`src/rtl/avi_frame_pkg.sv`:
```
package avi_frame_pkg;
  localparam int unsigned FRAME_LEN = 17;
  localparam int unsigned IDX_W     = $clog2(FRAME_LEN);
  localparam int unsigned CSUM_POS  = 3;
  localparam int unsigned FIELD_POS = 5;
  localparam int unsigned LAST_POS  = FRAME_LEN - 1;

  typedef enum logic {ST_IDLE, ST_SEND} send_state_e;

  // Fixed content of the frame; the checksum and field positions read as zero.
  function automatic logic [7:0] base_byte(input logic [IDX_W-1:0] idx);
    case (idx)
      IDX_W'(0): return 8'h82;
      IDX_W'(1): return 8'h02;
      IDX_W'(2): return 8'h0D;
      IDX_W'(4): return 8'h12;
      IDX_W'(6): return 8'h88;
      default:   return 8'h00;
    endcase
  endfunction
endpackage

```
`src/rtl/avi_field_calc.sv`:
```
module avi_field_calc #(
  parameter int unsigned PCLK_W       = 20,
  parameter int unsigned RES_W        = 12,
  parameter int unsigned SD_LIMIT_KHZ = 27000,
  parameter int unsigned RATIO_X100   = 156
) (
  input  logic [PCLK_W-1:0] pix_clk_khz,
  input  logic [RES_W-1:0]  act_width,
  input  logic [RES_W-1:0]  act_height,
  output logic [7:0]        field_byte
);
  localparam int unsigned PROD_W = RES_W + 8;

  logic [PROD_W-1:0] width_scaled;
  logic [PROD_W-1:0] height_scaled;
  logic              is_sd;
  logic              is_narrow;

  always_comb begin
    width_scaled  = PROD_W'(act_width)  * PROD_W'(100);
    height_scaled = PROD_W'(act_height) * PROD_W'(RATIO_X100);
    is_sd         = (pix_clk_khz <= PCLK_W'(SD_LIMIT_KHZ));
    is_narrow     = (width_scaled < height_scaled);
    field_byte    = (is_sd ? 8'h40 : 8'h80) | (is_narrow ? 8'h18 : 8'h28);
  end
endmodule

```
`src/rtl/avi_checksum.sv`:
```
module avi_checksum
  import avi_frame_pkg::*;
(
  input  logic [7:0] field_byte,
  output logic [7:0] csum_byte
);
  logic [7:0] term [FRAME_LEN];

  for (genvar g = 0; g < FRAME_LEN; g++) begin : g_term
    if (g == FIELD_POS) begin : g_field
      assign term[g] = field_byte;
    end else if (g == CSUM_POS) begin : g_hole
      assign term[g] = 8'h00;
    end else begin : g_fixed
      assign term[g] = base_byte(IDX_W'(g));
    end
  end

  logic [7:0] acc;
  always_comb begin
    acc = 8'h00;
    for (int i = 0; i < FRAME_LEN; i++) acc = acc + term[i];
    csum_byte = 8'h00 - acc;
  end
endmodule

```
`src/rtl/avi_byte_stream.sv`:
```
module avi_byte_stream
  import avi_frame_pkg::*;
(
  input  logic             clk,
  input  logic             rst_n,
  input  logic             start,
  input  logic [7:0]       field_in,
  input  logic [7:0]       csum_in,
  input  logic             out_ready,
  output logic             out_valid,
  output logic [7:0]       out_data,
  output logic [IDX_W-1:0] out_index,
  output logic             out_last
);
  send_state_e      state_q;
  logic [IDX_W-1:0] idx_q;
  logic [7:0]       field_q;
  logic [7:0]       csum_q;
  logic             at_end;
  logic             xfer;

  assign at_end = (idx_q == IDX_W'(LAST_POS));
  assign xfer   = (state_q == ST_SEND) && out_ready;

  always_ff @(posedge clk or negedge rst_n) begin
    if (!rst_n) begin
      state_q <= ST_IDLE;
      idx_q   <= '0;
      field_q <= '0;
      csum_q  <= '0;
    end else begin
      case (state_q)
        ST_IDLE: begin
          if (start) begin
            state_q <= ST_SEND;
            idx_q   <= '0;
            field_q <= field_in;
            csum_q  <= csum_in;
          end
        end
        ST_SEND: begin
          if (xfer) begin
            if (at_end) begin
              state_q <= ST_IDLE;
              idx_q   <= '0;
            end else begin
              idx_q <= idx_q + IDX_W'(1);
            end
          end
        end
        default: state_q <= ST_IDLE;
      endcase
    end
  end

  always_comb begin
    out_valid = (state_q == ST_SEND);
    out_index = idx_q;
    out_last  = out_valid && at_end;
    if (idx_q == IDX_W'(CSUM_POS))       out_data = csum_q;
    else if (idx_q == IDX_W'(FIELD_POS)) out_data = field_q;
    else                                 out_data = base_byte(idx_q);
  end
endmodule

```
`src/rtl/avi_infoframe_gen.sv`:
```
module avi_infoframe_gen
  import avi_frame_pkg::*;
#(
  parameter int unsigned PCLK_W       = 20,
  parameter int unsigned RES_W        = 12,
  parameter int unsigned SD_LIMIT_KHZ = 27000,
  parameter int unsigned RATIO_X100   = 156
) (
  input  logic              clk,
  input  logic              rst_n,
  input  logic              start,
  input  logic [PCLK_W-1:0] pix_clk_khz,
  input  logic [RES_W-1:0]  act_width,
  input  logic [RES_W-1:0]  act_height,
  input  logic              out_ready,
  output logic              out_valid,
  output logic [7:0]        out_data,
  output logic [IDX_W-1:0]  out_index,
  output logic              out_last
);
  logic [7:0] field_w;
  logic [7:0] csum_w;

  avi_field_calc #(
    .PCLK_W(PCLK_W), .RES_W(RES_W),
    .SD_LIMIT_KHZ(SD_LIMIT_KHZ), .RATIO_X100(RATIO_X100)
  ) u_field (
    .pix_clk_khz(pix_clk_khz),
    .act_width  (act_width),
    .act_height (act_height),
    .field_byte (field_w)
  );

  avi_checksum u_csum (
    .field_byte(field_w),
    .csum_byte (csum_w)
  );

  avi_byte_stream u_stream (
    .clk      (clk),
    .rst_n    (rst_n),
    .start    (start),
    .field_in (field_w),
    .csum_in  (csum_w),
    .out_ready(out_ready),
    .out_valid(out_valid),
    .out_data (out_data),
    .out_index(out_index),
    .out_last (out_last)
  );
endmodule

```
`config.mk`:
```
export PLATFORM = sky130hd
export DESIGN_NAME = avi_infoframe_gen
export DESIGN_NICKNAME = d
export VERILOG_FILES = /design/src/rtl/avi_frame_pkg.sv /design/src/rtl/avi_field_calc.sv /design/src/rtl/avi_checksum.sv /design/src/rtl/avi_byte_stream.sv /design/src/rtl/avi_infoframe_gen.sv
export SDC_FILE = /design/constraint.sdc
export NUM_CORES = 1
export LEC_CHECK = 0
export ABC_AREA = 0
export BUFFER_PORTS_ARGS = -buffer_cell sky130_fd_sc_hd__buf_2
export CAP_MARGIN = 20
export CORE_ASPECT_RATIO = 1.2
export CORE_MARGIN = 1
export CORE_UTILIZATION = 53
export CTS_CLUSTER_SIZE = 40
export DETAILED_ROUTE_END_ITERATION = 10
export GPL_TIMING_DRIVEN = 0
export PLACE_DENSITY = 0.78
export REMOVE_ABC_BUFFERS = 1
export SYNTH_ARGS = -nofsm -noshare
export SYNTH_HDL_FRONTEND = slang
export SYNTH_SLANG_ARGS = --single-unit
export TNS_END_PERCENT = 1
```
`constraint.sdc`:
```
create_clock -name clk -period 1.7 [get_ports clk]
set_clock_uncertainty 0.15 [all_clocks]
set_input_delay 0.085 -clock clk [delete_from_list [all_inputs] [get_ports clk]]
set_output_delay 0.085 -clock clk [all_outputs]
set_load 0.03 [all_outputs]
```
==> results by group, run 1 <==
Critical path
  • CP required: 1.68 ns
  • CP Launch Type: input pin
  • Critical-path maximum fanout: 5
  • Reg2reg start: u_stream.out_index[0]
  • CP Class: input pin to flop
  • Flop2flop setup slack: -0.17 ns
  • R2R Path End: u_stream.out_index[3]
  • FF-to-FF path depth: 8
  • Setup crit end kind: flop
  • Critical Path AT: 3.78 ns

Yosys
  • Synth top area share: 0.324
  • Asr flop ratio synth: 1.00
  • EDFF count, synth: 0
  • Dominant synthesized flop cell: dfrtp_1
  • Yosys reg bits: 12
  • Largest area contributor in the netlist: ha_1
  • Unique masters post-synth: 51
  • Synthesized area: 3480 µm²
  • Mapped Cells: 408
  • Synth area leaders: ha_1 (32%), fa_1 (15%), inv_1 (9.9%)
  • Seq/Total Area, Yosys: 0.0863
  • Mean Syn Cell Area: 8.53 µm²
  • Yosys warns: 0

Global routing
  • Vias in the first global route: 3,139
  • Pin count of the biggest net entering global routing: 14
  • GR Overflow Total: 0
  • Total global-route track usage: 0.232
  • Initial antenna violation count: 0
  • First-pass GRT wire length: 13,400 µm

Detailed routing
  • Total Wirelength: 7770 µm
  • Iter 0 DRT Violations: 118
  • Via density: 5.43
  • Pre-antenna DRT Iters: 4
  • Wirelength per Cell: 13.6 µm
  • DR DRC count: 0
  • Final ANT Viol Nets: 0
  • Vias post-DR: 3,098

Hold path
  • Worst Hold Path EP: u_stream.csum_q[6]
  • HP Class: input pin to flop
  • Hold path start: pix_clk_khz[16]
  • Min-Delay Path Depth: 4

Place
  • GP Congestion: 0.809
  • Placed cell count: 553
  • Post-DP HPWL: 5760 µm
  • Port-buffer cells: 62

Final layout
  • Most common cell after layout, fill and taps aside: ha_1
  • Antenna cells: 0
  • Final Instance Count excl. Fillers: 571
  • Layout cells sized above 1: 0.282
  • Most frequent cells in the layout: ha_1 (76), inv_1 (73), buf_2 (50)
  • Layout Nets: 651
  • Synthesis-to-finish area growth: 25.0%

Timing
  • Final slew viol count: 0
  • Fin worst setup slack: -2.10 ns
  • Unrepaired setup endpoints after global routing: true
  • Final worst-path cycle share: 2.24
  • Final hold violation count: 0
  • Worst-Margin Slew: 0.464 ns
  • Slew margin rel.: 0.690
  • Fin Setup TNS: -5.31 ns
  • Minimum clock period: 3.80 ns
  • Final setup vio count: 13
  • Max Clk Rate: 263 MHz

Floorplan
  • Die height: 90.8 µm
  • # IOs: 63
  • Die area: 6900 µm²
  • Core ar.: 6410 µm²
  • FP Rows: 32
  • Die Wd: 76.0 µm
  • Initial core utilization: 0.543

Power and ir drop
  • Maximum vdd ir drop: 635 µV
  • Pwr Total: 4.85 mW
  • Pleak: 2.29 nW
  • Power per cell area: 1110 nW/µm²

Clock tree
  • TritonCTS buffer count: 3
  • CTS H-tree lvls: 1
  • CTS max path bufs: 2
  • Root Buffer: clkbuf_8
  • Worst-skew pair later-pin latency: 0.24 ns
  • # clock sinks: 12
  • Clk slew on worst S/H paths: 0.05 ns
  • CTS tree: done

Outcome
  • Status: complete, but fails checks
  • Failing checks: negative setup slack

Flow run
  • Max Cap Violations: 0
==> how the worst max path moves through the flow <==
stage               slack (ns)             endpoint          start
finish                   -2.10  u_stream.field_q[5]  act_height[6]
global placement         -2.62  u_stream.field_q[5]  act_height[7]
CTS                      -2.10  u_stream.field_q[5]  act_height[6]
global route             -2.34  u_stream.field_q[5]  act_height[8]
floorplan                -2.15  u_stream.field_q[5]  act_height[5]
detailed placement       -2.67  u_stream.field_q[5]  act_height[7]
==> area by class of cell <==
class,instances,area (µm²)
Fill cell,506,2060
Timing Repair Buffer,76,485
Multi-Input combinational cell,302,3040
Sequential cell,12,303
Clock buffer,4,55.1
Inverter,92,363
Tap cell,85,106
==> report_power, final <==
part / total, mW / internal [mW] / leakage (nW) / switching [mW]
Combinational: 4.09 / 1.86 / 2.12 / 2.23
Clock: 0.320 / 0.205 / 0.0288 / 0.115
Sequential: 0.436 / 0.341 / 0.145 / 0.0947
Total: 4.85 / 2.41 / 2.29 / 2.44
==> timing repair <==
item | CTS | global route
endpoints found under the setup margin | 15 | 15
hold buffers | 4 | 0
pin swaps | 42 | 24
gates resized for setup | 69 | 16
hold endpoints to repair | 14 | 0
cloned | 0 | 0
setup buffers | 7 | 3
==> cell usage after synthesis (2+ instances only) <==
library cell,instances
nand2b_1,5
o211ai_1,2
a31oi_1,2
nor2b_1,4
and2_1,2
inv_1,92
nand4_1,5
a211o_1,2
xnor2_1,15
ha_1,90
dfrtp_1,12
o31ai_1,3
a211oi_1,6
nor3_1,7
a21o_1,3
o21ai_0,19
o21bai_1,2
nand3_1,7
nor2_1,20
xor2_1,9
nand2_1,20
a21oi_1,26
fa_1,26
mux2i_1,2
==> state kept, by name, indices dropped and copies added, names as in the netlist <==
register,cells
u_stream.out_index,5
u_stream.field_q,2
u_stream.csum_q,4
u_stream.out_valid,1
==> metrics by stage <==
| stage | hold WS [ns] | cell area [µm²] | util | setup WS [ns] |
|---|---|---|---|---|
| after global routing | 0.0883 | 4350 | 0.679 | -2.34 |
| final | 0.0423 | 4350 | 0.679 | -2.10 |
| after floorplan | -0.361 | 3470 | - | -2.15 |
| after CTS | 0.0386 | 4270 | 0.666 | -2.10 |
| after detailed placement | -0.173 | 3890 | 0.607 | -2.67 |
| after global placement | -0.175 | 3890 | 0.607 | -2.62 |
==> cells by family after synthesis <==
kind of cell	synth area share
adders and majority gates	0.473
buffers and inverters	0.102
AOI/OAI and AO/OA	0.163
and+or+nand+nor	0.106
xor gates and xnor gates	0.0604
DFF	0.0863
muxes	0.00899
==> routing by layer <==
metal,part of all wire,routed length [µm],global-route usage
met5,0,0,0
met4,0.019,148,0.0577
met3,0.031,239,0.0212
met2,0.53,4110,0.458
met1,0.42,3270,0.264
==> worst max-delay path, stage by stage <==
cell and delay, ns:
buf_8 0.08, inv_6 0.04, fa_1 0.54, inv_2 0.05, ha_4 0.25, inv_2 0.03
fa_1 0.55, inv_2 0.05, ha_4 0.30, o21ai_4 0.07, o21ai_1 0.16, a21oi_2 0.09
o21ai_0 0.29, xnor2_1 0.16, ha_1 0.26, a211oi_1 0.21, o21ai_0 0.12, o211ai_1 0.09
a31oi_1 0.13, a22o_2 0.23
Power figures use the tool's default switching activity.
==> run 2, diff against run 1 <==
- BUFFER_PORTS_ARGS: -buffer_cell sky130_fd_sc_hd__buf_2 -> -buffer_cell sky130_fd_sc_hd__clkbuf_2
==> run 2 against run 1 <==
Compared with the run above: the flow still finishes with violations (negative setup slack); setup slack better by 0.020 ns; largest power group unchanged; via count shrank 1.1%; count of clock-buffer cells in the layout stayed put; first-iteration DRC count down 46%; non-clock buffer count is the same.
==> results by group, run 2 (synthesis gave the netlist of run 1 again) <==
Critical path
  • Critical Path AT: 3.82 ns
  • CP required: 1.74 ns
  • Critical-path top delay cell: fa_1
  • Setup crit end kind: flop
  • CP Class: input pin to flop
  • Critical-path maximum fanout: 4
  • Worst path cell trace: buf_2, inv_4, fa_1, inv_1, ha_4, fa_1, ha_4, a211oi_4, o21ai_2, a2111oi_4, nor2_1, xnor2_1, ha_1, nand4_1, nor2_1, o41ai_2, a31oi_1, a22o_2
  • CP Launch Type: input pin
  • Slowest Stage Delay on Critical Path: 0.53 ns

Final layout
  • Antenna cells: 0
  • Fillcell total: 489
  • Final instance area: 4460 µm²
  • Most frequent cells in the layout: ha_1 (73), inv_1 (71), clkbuf_2 (47)
  • Synthesis-to-finish area growth: 28.0%
  • Max FFs per register: 5
  • Layout cells sized above 1: 0.309
  • Most common cell after layout, fill and taps aside: ha_1
  • Layout Nets: 651

Timing
  • Worst-Margin Slew: 0.399 ns
  • Final setup vio count: 13
  • Hold_ws: 0.0107 ns
  • Final worst-path cycle share: 2.22
  • Fin worst setup slack: -2.08 ns
  • Max Clk Rate: 265 MHz
  • Unrepaired setup endpoints after global routing: true
  • Final slew viol count: 0
  • Minimum clock period: 3.78 ns
  • Slew margin rel.: 0.734
  • Final hold violation count: 0

Floorplan
  • FP Rows: 32
  • Die Wd: 76.0 µm
  • Initial core utilization: 0.543
  • Die area: 6900 µm²
  • Core ar.: 6410 µm²
  • # IOs: 63
  • Die height: 90.8 µm

Global routing
  • Vias in the first global route: 3,073
  • GR Overflow Total: 0
  • Pin count of the biggest net entering global routing: 14
  • Total global-route track usage: 0.222
  • First-pass GRT wire length: 12,900 µm
  • Initial antenna violation count: 0

Clock tree
  • # clock sinks: 12
  • TritonCTS buffer count: 3
  • CTS H-tree lvls: 1
  • Worst-skew pair later-pin latency: 0.25 ns
  • CTS tree: done
  • Clk slew on worst S/H paths: 0.05 ns
  • Root Buffer: clkbuf_8
  • CTS max path bufs: 2

Outcome
  • Status: complete, but fails checks
  • Failing checks: negative setup slack

Detailed routing
  • Total Wirelength: 7500 µm
  • Via density: 5.37
  • Final ANT Viol Nets: 0
  • DR DRC count: 0
  • Iter 0 DRT Violations: 64
  • Vias post-DR: 3,065
  • Pre-antenna DRT Iters: 4
  • Wirelength per Cell: 13.1 µm

Hold path
  • HP Class: input pin to flop

Power and ir drop
  • Power per cell area: 1100 nW/µm²
  • Pleak: 2.32 nW
  • Maximum vdd ir drop: 670 µV

Place
  • Pre-CTS setup slack: -2.73 ns
  • Port-buffer cells: 62
  • Post-DP HPWL: 5830 µm
  • Placed cell areas: 3890 µm²
  • GP Congestion: 0.799

Flow run
  • Max Cap Violations: 0
-- run 2: metal layers --
layer  GRT usage  part of all wire  vias up
li1            -                 -     1530
met1       0.264              0.42     1463
met2       0.425              0.53       64
met3      0.0273             0.031        8
met4      0.0433             0.013        0
met5           0                 0        -
-- run 2: area by class of cell --
class / count / area [µm²] / area share
Multi-Input combinational cell: 302 / 3120 / 0.700
Inverter: 92 / 365 / 0.0820
Tap cell: 85 / 106 / 0.0239
Timing Repair Buffer: 76 / 504 / 0.113
Sequential cell: 12 / 304 / 0.0682
Clock buffer: 4 / 55.1 / 0.0124
-- run 2: what timing repair did --
action | 4_1_cts | 5_1_grt
resized for setup | 58 | 48
pin swaps | 28 | 34
endpoints found under the setup margin | 15 | 15
hold buffers | 3 | 0
buffers inserted | 6 | 5
hold endpoints to repair | 14 | 0
-- run 2: worst paths after layout --
| check | from | endpoint | slack (ns) | cells past startpoint |
|---|---|---|---|---|
| worst max register to register | u_stream.out_index[1] | u_stream.out_index[2] | -0.08 | 8 |
| min in group asynchronous | rst_n | u_stream.out_index[3] | 0.11 | 2 |
| worst min register to register | u_stream.csum_q[6] | u_stream.csum_q[6] | 0.34 | 2 |
| max in group asynchronous | rst_n | u_stream.out_index[1] | 1.03 | 2 |
| worst min-delay path | act_height[11] | u_stream.csum_q[4] | 0.01 | 3 |
| worst max-delay path | act_height[4] | u_stream.field_q[5] | -2.08 | 18 |
-- run 2: stage by stage --
stage | util | total power [mW] | TNS (ns) | std cells
after floorplan | - | 3.05 | -7.22 | 406
after global placement | 0.607 | 3.62 | -5.53 | 553
after detailed placement | 0.607 | 3.75 | -6.15 | 553
after CTS | 0.665 | 4.53 | -5.88 | 566
after global routing | 0.696 | 5.46 | -6.69 | 571
final | 0.696 | 4.92 | -5.29 | 571
-- run 2: worst max-delay path: cells and delay by family --
family | cells | cell delay, ns
adders and majority gates | 5 | 1.77
AOI/OAI and AO/OA | 6 | 1.24
and+or+nand+nor | 3 | 0.34
xor gates and xnor gates | 1 | 0.14
buffers and inverters | 3 | 0.24
-- run 2: where the power goes --
| part | switching [mW] | internal [mW] | leakage [nW] |
|---|---|---|---|
| clock network | 0.114 | 0.205 | 0.0288 |
| registers | 0.102 | 0.343 | 0.143 |
| logic | 2.23 | 1.93 | 2.15 |
| total | 2.45 | 2.48 | 2.32 |
==> run 3, diff against run 2 <==
- CORE_ASPECT_RATIO: 1.2 -> 2
- REMOVE_ABC_BUFFERS: 1 -> not set
==> run 3 against run 2 <==
Compared with the run above: the run still ends with negative setup slack left; clock power increased by 31%; cell area fell by 1.1%; sequential power fell by 6.7%; hold slack worse by 0.0037 ns; critical path type unchanged; non-clock buffer count rose by 2; via count grew 1.5%; setup slack gained 0.020 ns; global-route usage increased by 0.74 points; core utilization increased by 0.31 points; combinational power about the same; die area up 0.27%; power increased by 1.9%.
==> results by group, run 3 (synthesis gave the netlist of run 1 again) <==
Global routing
  • Met3 Track Usage GR: 0.0155
  • Layer with the highest usage: met2
  • Total global-route track usage: 0.230
  • First-pass GRT wire length: 12,500 µm
  • Met1 usage: 0.206
  • Pin count of the biggest net entering global routing: 13
  • Initial antenna violation count: 0
  • M2 GR Usage: 0.497
  • GR Overflow Total: 0
  • Vias in the first global route: 3,219

Floorplan
  • FP Rows: 41
  • Core ar.: 6310 µm²
  • Initial core utilization: 0.552
  • # IOs: 63
  • Die height: 117 µm
  • Die Wd: 59.3 µm
  • Die area: 6920 µm²

Critical path
  • CP Launch Type: input pin
  • Critical-path maximum fanout: 5
  • Largest delay share family, worst path: adder cells
  • Worst path cell trace: clkbuf_16, inv_8, fa_1, inv_1, ha_1, inv_1, fa_1, inv_2, ha_4, nand3_2, o2111a_2, xor2_1, ha_1, nand4_1, nor3_2, o41ai_2, a31oi_1, a22o_2
  • Critical Path AT: 3.74 ns
  • Critical path buffers and inverters: 5
  • CP required: 1.68 ns
  • Slowest Stage Delay on Critical Path: 0.52 ns
  • Setup crit end kind: flop
  • CP Class: input pin to flop
  • Critical-path top delay cell: fa_1

Timing
  • Final setup vio count: 14
  • Worst-Margin Slew: 0.403 ns
  • Minimum clock period: 3.76 ns
  • Unrepaired setup endpoints after global routing: true
  • Final slew viol count: 0
  • Fin Setup TNS: -5.08 ns
  • Final worst-path cycle share: 2.21
  • Slew margin rel.: 0.731
  • Final hold violation count: 0
  • Max Clk Rate: 266 MHz
  • Fin worst setup slack: -2.06 ns

Place
  • GP Congestion: 0.852
  • Post-DP HPWL: 6440 µm
  • Pre-CTS setup slack: -2.60 ns
  • Port-buffer cells: 62

Outcome
  • Status: complete, but fails checks
  • Failing checks: negative setup slack

Clock tree
  • # clock sinks: 12
  • TritonCTS buffer count: 3
  • CTS max path bufs: 2
  • Clk slew on worst S/H paths: 0.04 ns
  • Root Buffer: clkbuf_16
  • Worst-skew pair later-pin latency: 0.24 ns
  • CTS tree: done
  • CTS H-tree lvls: 1

Power and ir drop
  • Pleak: 2.32 nW
  • Power per cell area: 1140 nW/µm²
  • Maximum vdd ir drop: 714 µV

Flow run
  • Max Cap Violations: 0

Final layout
  • Fillcell total: 522
  • Layout Nets: 653
  • Max FFs per register: 5
  • Storage element area: 303 µm²
  • Antenna cells: 0
  • Layout cells sized above 1: 0.292
  • Multi-input logic area: 3050 µm²
  • Synthesis-to-finish area growth: 26.7%
  • Most frequent cells in the layout: inv_1 (75), ha_1 (75), clkbuf_2 (46)

Hold path
  • HP Class: input pin to flop

Detailed routing
  • DR DRC count: 0
  • Total Wirelength: 7620 µm
  • Pre-antenna DRT Iters: 4
  • Final ANT Viol Nets: 0
  • Via density: 5.43
  • Wirelength per Cell: 13.3 µm
  • Vias post-DR: 3,112
  • Iter 0 DRT Violations: 105

Yosys
  • Net Count, Synth: 572
## run 3: layout make-up
cell class	count	share of cell area
repair buffers	76	0.113
inverters	92	0.0829
plain buffers	2	0.00255
well taps	86	0.0244
flip-flops and latches	12	0.0687
multi-input cells	302	0.692
clock buffers	3	0.0170
## run 3: worst paths after layout
path / slack (ns) / cells past startpoint / endpoint / start
worst max-delay path: -2.06 / 18 / u_stream.field_q[5] / act_height[7]
worst min-delay path: 0.007 / 3 / u_stream.csum_q[4] / act_height[11]
worst max register to register: -0.06 / 8 / u_stream.out_index[3] / u_stream.out_index[1]
worst min register to register: 0.36 / 1 / u_stream.csum_q[7] / u_stream.csum_q[7]
max in group asynchronous: 1.02 / 2 / u_stream.out_index[1] / rst_n
min in group asynchronous: 0.13 / 2 / u_stream.out_index[3] / rst_n
## run 3: what timing repair did
| action | in CTS | in global routing |
|---|---|---|
| hold endpoints to repair | 13 | 0 |
| resized for setup | 52 | 30 |
| pin swaps | 31 | 36 |
| buffers inserted | 6 | 5 |
| hold buffers | 3 | 0 |
| setup endpoints to repair | 15 | 14 |
## run 3: tightest hold or removal path, stage by stage
cell and delay, ns:
clkbuf_4 0.14, o21ai_2 0.07, a21oi_1 0.06
## run 3: report_power, final
part	internal [mW]	switching, mW
clock network	0.306	0.114
registers	0.343	0.0728
logic	1.91	2.27
total	2.56	2.46
## run 3: layer usage
| metal | vias up | share of wire |
|---|---|---|
| met2 | 54 | 0.61 |
| met3 | 13 | 0.021 |
| li1 | 1537 | - |
| met4 | 0 | 0.018 |
| met5 | - | 0 |
| met1 | 1508 | 0.35 |
## run 3: metrics by stage
step	hold WS [ns]	cells	util	area (µm²)	power [mW]
final	0.00705	573	0.699	4410	5.02
after detailed placement	-0.167	556	0.631	3980	3.99
after CTS	0.00978	568	0.681	4300	4.72
after global placement	-0.172	556	0.631	3980	3.84
after floorplan	-0.361	408	-	3560	3.23
after global routing	0.0263	573	0.699	4410	5.49
